==> config.mk <==
export PLATFORM = sky130hd
export DESIGN_NAME = bus_err_responder
export DESIGN_NICKNAME = d
export VERILOG_FILES = /design/src/rtl/bus_err_pkg.sv /design/src/rtl/err_dir_filter.sv /design/src/rtl/err_prio_pick.sv /design/src/rtl/bus_err_responder.sv
export SDC_FILE = /design/constraint.sdc
export NUM_CORES = 1
export LEC_CHECK = 0
export BUFFER_PORTS_ARGS = -buffer_cell sky130_fd_sc_hd__buf_2
export CAP_MARGIN = 10
export CORE_AREA = 2 2 39 41
export CTS_BUF_LIST = sky130_fd_sc_hd__clkbuf_8
export DETAILED_ROUTE_END_ITERATION = 7
export DIE_AREA = 0 0 41 43
export PLACE_DENSITY_LB_ADDON = 0.05
export SYNTH_ARGS = -nofsm -noshare
export SYNTH_HDL_FRONTEND = slang
export SYNTH_SLANG_ARGS = --single-unit
==> constraint.sdc <==
create_clock -name clk -period 0.8 [get_ports clk]
set_input_delay 0.12 -clock clk [delete_from_list [all_inputs] [get_ports clk]]
set_output_delay 0.12 -clock clk [all_outputs]
set_load 0.02 [all_outputs]
==> src/rtl/bus_err_pkg.sv <==
package bus_err_pkg;
    localparam int NUM_SYN = 4;
    localparam int SYN_W   = $clog2(NUM_SYN + 1);

    typedef enum logic [1:0] {
        RESP_OKAY   = 2'b00,
        RESP_SLVERR = 2'b10
    } resp_e;

    // Index order is also priority order (lowest index wins); code = index + 1
    localparam int IDX_MALFORMED  = 0;
    localparam int IDX_UNIT_OFF   = 1;
    localparam int IDX_SHARED_RAM = 2;
    localparam int IDX_PRIV_RAM   = 3;

    // Which syndromes count on reads and on writes
    localparam logic [NUM_SYN-1:0] RD_APPLIES = 4'b1111;
    localparam logic [NUM_SYN-1:0] WR_APPLIES = 4'b0011;
endpackage

==> src/rtl/err_dir_filter.sv <==
module err_dir_filter #(
    parameter int               N       = 4,
    parameter logic [N-1:0]     RD_MASK = '1,
    parameter logic [N-1:0]     WR_MASK = '1
) (
    input  logic [N-1:0] raw,
    input  logic         is_write,
    input  logic         enable,
    output logic [N-1:0] live
);
    for (genvar g = 0; g < N; g++) begin : g_bit
        assign live[g] = enable & raw[g] & (is_write ? WR_MASK[g] : RD_MASK[g]);
    end
endmodule

==> src/rtl/err_prio_pick.sv <==
module err_prio_pick #(
    parameter int N  = 4,
    parameter int CW = $clog2(N + 1)
) (
    input  logic [N-1:0]  req,
    output logic          hit,
    output logic [CW-1:0] code
);
    logic [N:0]   taken;
    logic [N-1:0] grant;

    assign taken[0] = 1'b0;
    for (genvar g = 0; g < N; g++) begin : g_chain
        assign grant[g]   = req[g] & ~taken[g];
        assign taken[g+1] = taken[g] | req[g];
    end
    assign hit = taken[N];

    always_comb begin
        code = '0;
        for (int i = 0; i < N; i++) begin
            if (grant[i]) code = code | CW'(i + 1);
        end
    end
endmodule

==> src/rtl/bus_err_responder.sv <==
module bus_err_responder
    import bus_err_pkg::*;
(
    input  logic             clk,
    input  logic             rst_n,
    input  logic             acc_done,
    input  logic             acc_is_write,
    input  logic             ctl_ue_en,
    input  logic             syn_malformed,
    input  logic             syn_shared_bad,
    input  logic             syn_priv_bad,
    input  logic             syn_unit_off,
    output logic             resp_valid,
    output logic [1:0]       resp_code,
    output logic [SYN_W-1:0] syn_code,
    output logic             err_pulse
);
    typedef struct packed {
        logic             vld;
        logic [1:0]       resp;
        logic [SYN_W-1:0] syn;
        logic             pulse;
    } res_t;

    res_t st_d, st_q;

    logic [NUM_SYN-1:0] raw_syn, live_syn;
    logic               any_hit;
    logic [SYN_W-1:0]   pick_code;

    always_comb begin
        raw_syn                 = '0;
        raw_syn[IDX_MALFORMED]  = syn_malformed;
        raw_syn[IDX_UNIT_OFF]   = syn_unit_off;
        raw_syn[IDX_SHARED_RAM] = syn_shared_bad;
        raw_syn[IDX_PRIV_RAM]   = syn_priv_bad;
    end

    err_dir_filter #(
        .N       (NUM_SYN),
        .RD_MASK (RD_APPLIES),
        .WR_MASK (WR_APPLIES)
    ) u_filter (
        .raw      (raw_syn),
        .is_write (acc_is_write),
        .enable   (ctl_ue_en),
        .live     (live_syn)
    );

    err_prio_pick #(
        .N  (NUM_SYN),
        .CW (SYN_W)
    ) u_pick (
        .req  (live_syn),
        .hit  (any_hit),
        .code (pick_code)
    );

    always_comb begin
        st_d = '0;
        if (acc_done) begin
            st_d.vld = 1'b1;
            if (any_hit) begin
                st_d.resp  = RESP_SLVERR;
                st_d.syn   = pick_code;
                st_d.pulse = 1'b1;
            end else begin
                st_d.resp  = RESP_OKAY;
            end
        end
    end

    always_ff @(posedge clk) begin
        if (!rst_n) st_q <= '0;
        else        st_q <= st_d;
    end

    assign resp_valid = st_q.vld;
    assign resp_code  = st_q.resp;
    assign syn_code   = st_q.syn;
    assign err_pulse  = st_q.pulse;

    a_r2_disabled_okay: assert property (@(posedge clk) disable iff (!rst_n)
        (acc_done && !ctl_ue_en) |=> (resp_code == RESP_OKAY && syn_code == '0));

    a_r3_malformed_err: assert property (@(posedge clk) disable iff (!rst_n)
        (acc_done && ctl_ue_en && syn_malformed) |=>
        (resp_code == RESP_SLVERR && syn_code == SYN_W'(1)));

    a_r5_write_ram_ignored: assert property (@(posedge clk) disable iff (!rst_n)
        (acc_done && acc_is_write && !syn_malformed && !syn_unit_off) |=>
        (resp_code == RESP_OKAY && !err_pulse));

    a_r8_valid_follows_done: assert property (@(posedge clk) disable iff (!rst_n)
        acc_done |=> resp_valid);

    a_r9_pulse_with_slverr: assert property (@(posedge clk) disable iff (!rst_n)
        err_pulse == (resp_code == RESP_SLVERR));

    a_r10_idle_quiet: assert property (@(posedge clk) disable iff (!rst_n)
        !acc_done |=> (!resp_valid && resp_code == 2'b00 && syn_code == '0 && !err_pulse));
endmodule

==> summary.txt <==
Clock network
  – Worst-path clk slew: 0.03 ns
  – CTS buffer count: 3
  – Hold buffers post-CTS: 0
  – Root buf cell: clkbuf_8
  – Clock buffer depth: 2
  – CTS sink count: 5
  – TritonCTS clock tree: built
  – H-tree depth: 1

Place
  – Place WS: -0.174 ns
  – Routability-driven placement congestion ratio: 0.673
  – PortBufs: 14

Final layout
  – Multi-input logic area: 77.6 um2
  – Filler Cell Count: 166
  – Nets: 48
  – Area Overhead vs Synth: 76.9%
  – Diodes inserted: 0
  – Share of layout cells above drive strength 1: 0.553
  – Register area: 101 um2

Yosys
  – Post-synth top area cell: dfxtp_1
  – Main flop type after synthesis: dfxtp_1
  – Main area contributors after synthesis: dfxtp_1 50%, buf_4 7.5%, nor3_2 5.0%
  – Number of warning messages in the yosys log: 0
  – Top cells by count, synth: 5 x dfxtp_1, 2 x buf_4, 2 x inv_1
  – Post-synth EDFFs: 0
  – Sequential area share after synthesis: 0.500
  – Syn_nets: 29
  – Avg Synthesized Cell Area: 10.0 um2
  – Most frequent cell after synthesis: dfxtp_1
  – Top-area cell type share of the netlist area: 0.500
  – Syn Inst Count: 20
  – Async SR Flop Fraction: 0
  – Netlist cell types: 14
  – Yosys reg bits: 5
  – Mapped Area: 200 um2

Hold path
  – Hold Crit Class: input pin to register

Critical path
  – Kind of critical path: register to output port
  – Worst Setup SP: resp_valid
  – Critical Path Stages: 1
  – Largest delay share family, worst path: flip-flops
  – Setup crit end kind: output port
  – Worst path required time: 0.68 ns
  – Worst Path Arrival: 0.66 ns
  – CP Max Fanout: 1
  – Crit-path cells: buf_2
  – Crit-path max cell delay: 0.30 ns
  – CP Launch Type: register
  – Crit path to: resp_valid
  – CP Buf/Inv Count: 1
  – Slowest cell on the critical path: dfxtp_1

Timing
  – Slew Viols, Final: 0
  – Setup TNS: 0 ns
  – Setup WS post-layout: 0.0154 ns
  – Fin. Hold Viols: 0
  – Minimum clock period: 0.785 ns
  – Unrepaired setup endpoints after global routing: yes
  – Peak Freq: 1.27 GHz
  – Crit share post-route: 0.981
  – Final Setup Violations: 0

Detailed routing
  – Detailed Route WL: 454 um
  – Vias per inst: 3.67
  – Initial DRT Pass Iterations: 1
  – WL per Instance: 8.41 um
  – Initial drt markers: 0
  – Antenna Nets Post-Route: 0
  – DRC Markers: 0
  – Vias: 198

GRT
  – Initial antenna violation count: 0
  – First-pass GRT wire length: 690 um
  – Largest net degree at the start of global routing: 5
  – Vias in the first global route: 190
  – Grt ovf: 0
  – Gr usage total: 0.0612

Die
  – Core area: 0.00138 mm2
  – Chip Height: 43 um
  – Io pins: 16
  – Die X: 41 um
  – Die area: 0.00176 mm2
  – Starting density of the core: 0.145
  – Row cnt: 14

Run status
  – Status: finished, final reports clean

Power
  – Design Power: 0.000786 W
  – VDD IR max: 0.469 mV
  – P per Cell Area: 2220 mW/mm2
  – Lkg Pwr: 0.176 nW

Flow run
  – Max-cap viol count: 0
[what timing repair did]
action                     CTS  global route
setup endpoints to repair    2             4
pin swaps                    0             0
setup buffers                0             0
resized for setup            0             7
[sequential cells by signal, summed over array words and instances (netlist names)]
register	cells
resp_code	1
syn_code	3
resp_valid	1
[cell families after synthesis]
family,Yosys count,synth area share
AOI/OAI and AO/OA,4,0.131
buffers and inverters,4,0.112
and+or+nand+nor,6,0.238
other,1,0.0187
DFF,5,0.500
[worst min path at each step]
stage | startpoint | endpoint | slack (ns) | cells past startpoint
after global placement | acc_done | resp_valid | 0.34 | 2
final | acc_done | resp_valid | 0.13 | 2
after floorplan | acc_is_write | syn_code[2] | 0.19 | 1
after global routing | acc_done | resp_valid | 0.14 | 2
after detailed placement | acc_done | resp_valid | 0.34 | 2
after CTS | acc_done | resp_valid | 0.13 | 2
[power breakdown]
| part | internal (W) | leakage (nW) | switching, W |
|---|---|---|---|
| Clock | 0.000328 | 0.0269 | 0.000112 |
| Combinational | 0.0000422 | 0.108 | 0.0000420 |
| Sequential | 0.000259 | 0.0412 | 0.00000286 |
| Total | 0.000629 | 0.176 | 0.000157 |
[stage by stage]
step	utilization	area, um2	hold slack (ns)	std cells
after floorplan	-	200	0.189	20
after global routing	0.256	354	0.143	54
after CTS	0.242	335	0.131	54
after detailed placement	0.210	290	0.342	50
final	0.256	354	0.129	54
after global placement	0.210	290	0.337	50
[per-layer routing]
layer	GRT usage	vias to the layer above	wire [um]
met4	0.0800	0	0
met2	0.0906	11	229
met3	0	0	59
met5	0	-	0
li1	-	100	-
met1	0.0643	87	165
[cells in the final DEF (no fill, tap or decap), drive strengths merged]
master / n
a21oi: 1
or3b: 1
nor3: 1
conb: 1
clkbuf: 3
o21bai: 1
or2b: 1
nand3: 1
or4b: 1
a211oi: 1
a31oi: 1
inv: 3
and2: 1
buf: 16
dfxtp: 5
[area by class of cell]
type | count | share of cell area
timing repair buffer | 16 | 0.290
sequential | 5 | 0.286
multi-input combinational | 11 | 0.219
clock buffer | 3 | 0.117
tap | 16 | 0.0565
inverter | 2 | 0.0212
clock inverter | 1 | 0.0106
No activity file was read; power rests on OpenSTA's default activity.
